### config.mk
export PLATFORM = sky130hd
export DESIGN_NAME = stereo_tx_fifo
export DESIGN_NICKNAME = d
export VERILOG_FILES = /design/src/rtl/stfifo_pkg.sv /design/src/rtl/stfifo_ctrl_regs.sv /design/src/rtl/stfifo_pair_asm.sv /design/src/rtl/stfifo_store.sv /design/src/rtl/stfifo_irq_status.sv /design/src/rtl/stereo_tx_fifo.sv
export SDC_FILE = /design/constraint.sdc
export NUM_CORES = 1
export LEC_CHECK = 0
export ABC_AREA = 1
export BUFFER_PORTS_ARGS = -buffer_cell sky130_fd_sc_hd__buf_2
export CAP_MARGIN = 20
export CORE_UTILIZATION = 43
export DETAILED_ROUTE_END_ITERATION = 16
export PLACE_DENSITY = 0.63
export SYNTH_ARGS = -nofsm -noshare
export SYNTH_HDL_FRONTEND = slang
export SYNTH_HIERARCHICAL = 1
export SYNTH_SLANG_ARGS = --single-unit
### constraint.sdc
create_clock -name clk -period 6.3 [get_ports clk]
set_input_delay 0.63 -clock clk [delete_from_list [all_inputs] [get_ports clk]]
set_output_delay 0.63 -clock clk [all_outputs]
set_load 0.01 [all_outputs]
### src/rtl/stfifo_pkg.sv
package stfifo_pkg;
  localparam int REG_AW = 8;
  localparam logic [REG_AW-1:0] ADR_LEFT  = 8'h10;
  localparam logic [REG_AW-1:0] ADR_RIGHT = 8'h14;
  localparam logic [REG_AW-1:0] ADR_CTRL  = 8'h20;
  localparam logic [REG_AW-1:0] ADR_ENA   = 8'h24;

  localparam int STAT_W   = 16;
  localparam int ST_FULL  = 12;
  localparam int ST_EMPTY = 13;
  localparam int ST_OVF   = 14;
  localparam int ST_UNF   = 15;

  typedef struct packed {
    logic irq_en;     // control bit1
    logic lvl_empty;  // control bit0
  } tx_ctrl_t;
endpackage

### src/rtl/stfifo_ctrl_regs.sv
module stfifo_ctrl_regs
  import stfifo_pkg::*;
(
  input  logic              clk,
  input  logic              rst,
  input  logic              wr_en,
  input  logic [REG_AW-1:0] wr_addr,
  input  logic [1:0]        wr_bits,
  output tx_ctrl_t          ctrl_q,
  output logic              run_q,
  output logic              ena_wr,
  output logic              flush
);
  logic ctrl_wr;

  assign ctrl_wr = wr_en && (wr_addr == ADR_CTRL);
  assign ena_wr  = wr_en && (wr_addr == ADR_ENA);
  assign flush   = ena_wr && !wr_bits[0];

  always_ff @(posedge clk) begin
    if (rst) begin
      ctrl_q <= '0;
      run_q  <= 1'b0;
    end else begin
      if (ctrl_wr) begin
        ctrl_q.irq_en    <= wr_bits[1];
        ctrl_q.lvl_empty <= wr_bits[0];
      end
      if (ena_wr) run_q <= wr_bits[0];
    end
  end
endmodule

### src/rtl/stfifo_pair_asm.sv
module stfifo_pair_asm
  import stfifo_pkg::*;
#(
  parameter int DW = 32
) (
  input  logic              clk,
  input  logic              rst,
  input  logic              wr_en,
  input  logic [REG_AW-1:0] wr_addr,
  input  logic [DW-1:0]     wr_data,
  input  logic              flush,
  output logic              push,
  output logic [2*DW-1:0]   push_pair
);
  logic [DW-1:0] left_q;
  logic          held_q;
  logic          left_wr, right_wr;

  assign left_wr   = wr_en && (wr_addr == ADR_LEFT);
  assign right_wr  = wr_en && (wr_addr == ADR_RIGHT);
  assign push      = right_wr && held_q;
  assign push_pair = {left_q, wr_data};

  always_ff @(posedge clk) begin
    if (rst || flush) begin
      held_q <= 1'b0;
    end else if (left_wr) begin
      held_q <= 1'b1;
    end else if (right_wr) begin
      held_q <= 1'b0;
    end
  end

  always_ff @(posedge clk) begin
    if (left_wr) left_q <= wr_data;
  end
endmodule

### src/rtl/stfifo_store.sv
module stfifo_store #(
  parameter int DW    = 32,
  parameter int DEPTH = 8,
  localparam int PW   = (DEPTH > 1) ? $clog2(DEPTH) : 1,
  localparam int CW   = $clog2(DEPTH + 1),
  localparam int EW   = 2 * DW
) (
  input  logic          clk,
  input  logic          rst,
  input  logic          flush,
  input  logic          push,
  input  logic [EW-1:0] push_pair,
  input  logic          pop,
  input  logic          run,
  output logic [CW-1:0] count_q,
  output logic [EW-1:0] rd_pair_q,
  output logic          rd_valid_q,
  output logic          push_drop,
  output logic          pop_miss
);
  logic [EW-1:0] mem [DEPTH];
  logic [PW-1:0] wptr_q, rptr_q;
  logic          full, empty, do_push, do_pop;

  function automatic logic [PW-1:0] bump(input logic [PW-1:0] p);
    return (p == PW'(DEPTH - 1)) ? '0 : p + PW'(1);
  endfunction

  assign full      = (count_q == CW'(DEPTH));
  assign empty     = (count_q == '0);
  assign do_push   = push && !full;
  assign do_pop    = pop && run && !empty;
  assign push_drop = push && full;
  assign pop_miss  = pop && run && empty;

  // storage array: no reset, synchronous read, suitable for block RAM
  always_ff @(posedge clk) begin
    if (do_push) mem[wptr_q] <= push_pair;
  end

  always_ff @(posedge clk) begin
    if (do_pop) rd_pair_q <= mem[rptr_q];
  end

  always_ff @(posedge clk) begin
    if (rst || flush) begin
      wptr_q     <= '0;
      rptr_q     <= '0;
      count_q    <= '0;
      rd_valid_q <= 1'b0;
    end else begin
      rd_valid_q <= do_pop;
      if (do_push) wptr_q <= bump(wptr_q);
      if (do_pop)  rptr_q <= bump(rptr_q);
      case ({do_push, do_pop})
        2'b10:   count_q <= count_q + CW'(1);
        2'b01:   count_q <= count_q - CW'(1);
        default: count_q <= count_q;
      endcase
    end
  end
endmodule

### src/rtl/stfifo_irq_status.sv
module stfifo_irq_status
  import stfifo_pkg::*;
#(
  parameter int DEPTH = 8,
  localparam int CW   = $clog2(DEPTH + 1)
) (
  input  logic              clk,
  input  logic              rst,
  input  logic              ena_wr,
  input  logic              push_drop,
  input  logic              pop_miss,
  input  logic              run,
  input  tx_ctrl_t          ctrl,
  input  logic [CW-1:0]     count,
  output logic [STAT_W-1:0] status,
  output logic              irq_q
);
  logic ovf_q, unf_q, lvl_hit;

  always_ff @(posedge clk) begin
    if (rst || ena_wr) begin
      ovf_q <= 1'b0;
      unf_q <= 1'b0;
    end else begin
      ovf_q <= ovf_q | push_drop;
      unf_q <= unf_q | pop_miss;
    end
  end

  assign lvl_hit = ctrl.lvl_empty ? (count == '0) : (count <= CW'(DEPTH / 2));

  always_ff @(posedge clk) begin
    if (rst) irq_q <= 1'b0;
    else     irq_q <= run && ctrl.irq_en && (lvl_hit || unf_q);
  end

  always_comb begin
    status           = '0;
    status[CW-1:0]   = count;
    status[ST_FULL]  = (count == CW'(DEPTH));
    status[ST_EMPTY] = (count == '0);
    status[ST_OVF]   = ovf_q;
    status[ST_UNF]   = unf_q;
  end
endmodule

### src/rtl/stereo_tx_fifo.sv
module stereo_tx_fifo
  import stfifo_pkg::*;
#(
  parameter int DW    = 32,
  parameter int DEPTH = 8,
  localparam int CW   = $clog2(DEPTH + 1)
) (
  input  logic              clk,
  input  logic              rst,
  input  logic              wr_en_i,
  input  logic [REG_AW-1:0] wr_addr_i,
  input  logic [DW-1:0]     wr_data_i,
  input  logic              pop_i,
  output logic [DW-1:0]     sample_left_o,
  output logic [DW-1:0]     sample_right_o,
  output logic              sample_valid_o,
  output logic [STAT_W-1:0] status_o,
  output logic              irq_o
);
  tx_ctrl_t        ctrl;
  logic            run, ena_wr, flush, push, push_drop, pop_miss;
  logic [2*DW-1:0] push_pair, rd_pair;
  logic [CW-1:0]   count;

  stfifo_ctrl_regs u_regs (
    .clk(clk), .rst(rst), .wr_en(wr_en_i), .wr_addr(wr_addr_i),
    .wr_bits(wr_data_i[1:0]), .ctrl_q(ctrl), .run_q(run),
    .ena_wr(ena_wr), .flush(flush)
  );

  stfifo_pair_asm #(.DW(DW)) u_pair (
    .clk(clk), .rst(rst), .wr_en(wr_en_i), .wr_addr(wr_addr_i),
    .wr_data(wr_data_i), .flush(flush), .push(push), .push_pair(push_pair)
  );

  stfifo_store #(.DW(DW), .DEPTH(DEPTH)) u_store (
    .clk(clk), .rst(rst), .flush(flush), .push(push), .push_pair(push_pair),
    .pop(pop_i), .run(run), .count_q(count), .rd_pair_q(rd_pair),
    .rd_valid_q(sample_valid_o), .push_drop(push_drop), .pop_miss(pop_miss)
  );

  stfifo_irq_status #(.DEPTH(DEPTH)) u_stat (
    .clk(clk), .rst(rst), .ena_wr(ena_wr), .push_drop(push_drop),
    .pop_miss(pop_miss), .run(run), .ctrl(ctrl), .count(count),
    .status(status_o), .irq_q(irq_o)
  );

  assign sample_left_o  = rd_pair[2*DW-1:DW];
  assign sample_right_o = rd_pair[DW-1:0];
endmodule

==> flow_summary_export.csv <==
group,metric,value,unit
routing,drt.antenna.violating_nets,0,
power,totalPowerFinal,8.190,mW
finish,fill_cells,4743,
yosys,ys_ff_latch,626,
hold_path,hp-class,"input port to flip-flop",
floorplan,die_h,240.1,µm
worst_setup_path,start_kind,"flip-flop",
worst_setup_path,crit_required,6.54,ns
global_routing,antenna_found_initial,5,
sta,finalSetupTns,0,ns
sta,fin_crit,3.365,ns
finish,drive_above_1_share,0.1387,
floorplan,placementRows,86,
yosys,synth-main-ff-cell,"edfxtp_1",
yosys,synth_area_per_cell,13.90,µm²
yosys,ys_types,35,
placed_design,place_hpwl,28.67,mm
cts,cts-hold-fix-buffers,0,
floorplan,fp.dieW,240.1,µm
yosys,synthesis.area,0.02437,mm²
yosys,synth_commonest_cells,"edfxtp_1, nor2_1, nand2_1",
cts,cts_buffers,61,
sta,hold_viol_final,0,
cts,cts_sinks,626,
worst_setup_path,end_kind,"flip-flop",
floorplan,start_util,0.4390,
outcome,status,"finished, final reports clean",
yosys,yosysSeqAreaShare,0.7639,
yosys,synth_top_area_cell,"edfxtp_1",
cts,insertion_delay,0.63,ns
routing,wire_per_inst,20.04,µm
sta,rsz0062_at_grt,"false",
worst_setup_path,crit_type,"flip-flop to flip-flop",
flow_run,drv_cap,0,
finish,area_growth,11.99,%
yosys,async_reset_ff_frac,0,
cts,cts_resized,0,
global_routing,grt_pass1_wl,79.63,mm
finish,fin_nets,1875,
sta,max_freq,297.2,MHz
routing,drtPass1Iterations,5,
yosys,syn_inst,1754,
yosys,yosysWarnings,6,
yosys,synth_top_area_frac,0.7491,
cts,cts_tree,"yes",
routing,route.detailed.drc,0,
floorplan,die-area,0.05764,mm²
cts,clk_pin_slew,0.06,ns
global_routing,grt_pass1_vias,13440,
worst_setup_path,cp_max_fo,41,
sta,min_period_over_period,0.5342,
sta,setup_viol_count_final,0,
yosys,synth.most_common_cell,"edfxtp_1",
routing,drt_iter0_drc,1186,
floorplan,coreArea,0.05552,mm²
power,peakVddDrop,0.1990,mV
cts,clockRootBuffer,"clkbuf_16",
yosys,synth_edf_count,608,
sta,max-slew-margin-rel,0.005714,
power,p_leak,9.147,nW
sta,slew_viol_final,0,
placed_design,numPortBuffers,117,
worst_setup_path,arrival,3.61,ns
global_routing,grt_start_max_net_pins,259,
yosys,ys_top_cells_by_area,"edfxtp_1, nor2_1, nand2_1, o21ai_0, mux2i_1",
cts,clk_path_buf_depth,3,
routing,vias,13770,
cts,cts.htree.levels,2,
sta,finClkSkew,0.02493,ns
routing,viasPerCell,5.243,
routing,wl,52.62,mm
hold_path,hold_depth,1,
floorplan,boundaryPins,126,
power,p_per_area,300.1,mW/mm²
worst_setup_path,r2r_cells,7,
placed_design,place_congestion,0.8000,
global_routing,grt_usage,0.1840,
cts,cts_setup_buffers,0,
global_routing,overflow,0,
sta,tightest_slew,1.491,ns
## routing by layer
layer	share of wire	vias to the layer above	GRT usage	wire, µm
met2	0.47	433	0.2966	24880
met3	0.061	91	0.02744	3192
met4	0.029	2	0.07064	1510
met5	0.00025	-	0	13
met1	0.44	6819	0.2523	23030
li1	-	6423	-	-
## final timing paths
kind | start | to | slack (ns)
hold reg to reg | u_store/rptr_q[2]$_SDFFE_PP0P_ | u_store/rptr_q[2]$_SDFFE_PP0P_ | 0.47
setup reg to reg | u_pair/held_q$_SDFFE_PP0P_ | u_store/mem[7][13]$_DFFE_PP_ | 2.93
hold / removal | wr_data_i[2] | u_store/mem[6][2]$_DFFE_PP_ | 0.32
setup / recovery | u_pair/held_q$_SDFFE_PP0P_ | u_store/mem[7][13]$_DFFE_PP_ | 2.93
## per-stage QoR
step | util | hold WS (ns) | std cells | setup WS, ns | cell area, µm²
5_1_grt | 0.4915 | 0.3189 | 2624 | 2.660 | 27290
4_1_cts | 0.4906 | 0.2860 | 2621 | 2.886 | 27240
3_5_place_dp | 0.4548 | 0.4622 | 2507 | 2.277 | 25250
2_1_floorplan | - | 0.4449 | 1761 | 1.594 | 24400
6_report | 0.4916 | 0.3239 | 2626 | 2.935 | 27290
3_3_place_gp | 0.4548 | 0.4374 | 2507 | 2.361 | 25250
## cell usage in the layout, fill, tap and decap left out, drive strengths merged
cell type  count
dfxtp         18
conb           8
nor4           1
nand2        221
nor2         301
bufinv         8
buf          137
o21ai        264
nor3b          1
clkbuf        78
inv           30
nand3b         2
mux2i         64
edfxtp       608
diode          3
a22oi          1
nor3           1
o22ai         64
a21oi         10
and3b          1
clkinvlp       1
nand3         15
clkinv        29
ha             7
or2            2
xnor2          2
and3           1
## critical path, stage by stage, from the launching register on
cell	delay, ns
dfxtp_1	0.34
nand3_1	0.08
nor4_1	0.48
nand2_1	0.32
nor2_1	0.18
inv_1	0.19
nor2_4	0.68
buf_4	0.69
## power breakdown
part | switching (mW) | internal, mW | leakage [nW] | total, mW
sequential | 0.00106 | 4.53 | 5.61 | 4.53
clock | 1.49 | 2.11 | 0.965 | 3.60
combinational | 0.0534 | 0.0130 | 2.57 | 0.0664
total | 1.54 | 6.65 | 9.15 | 8.19
## final cells by class
class,count,area (µm²),share of cell area
Antenna cell,3,7.507,0.0002751
Clock inverter,36,395.4,0.01449
Tap cell,748,935.9,0.03429
Clock buffer,78,1590,0.05827
Multi-Input combinational cell,966,4805,0.1760
Sequential cell,626,18630,0.6825
Timing Repair Buffer,137,805.8,0.02952
Inverter,32,127.6,0.004676
## kinds of logic after synthesis
family          count (synthesis)  synth area share
flops                         626            0.7639
simple gates                  546           0.08938
compound gates                339           0.07316
buf+inv                       169           0.04282
mux                            64           0.02628
fa+ha+maj                       7          0.003593
xor+xnor                        2         0.0007189
other cells                     1         0.0001539
## registers in the layout (all words and copies together) (netlist names)
| register | flops |
|---|---|
| u_store/rd_valid_q | 1 |
| u_store/rd_pair_q | 64 |
| u_store/count_q | 4 |
| u_store/mem | 512 |
| u_stat/ovf_q | 1 |
| u_stat/irq_q | 1 |
| u_store/wptr_q | 3 |
| u_pair/held_q | 1 |
| u_stat/unf_q | 1 |
| u_regs/ctrl_q | 2 |
| u_pair/left_q | 32 |
| u_regs/run_q | 1 |
| u_store/rptr_q | 3 |
No activity file was read; power rests on OpenSTA's default activity.
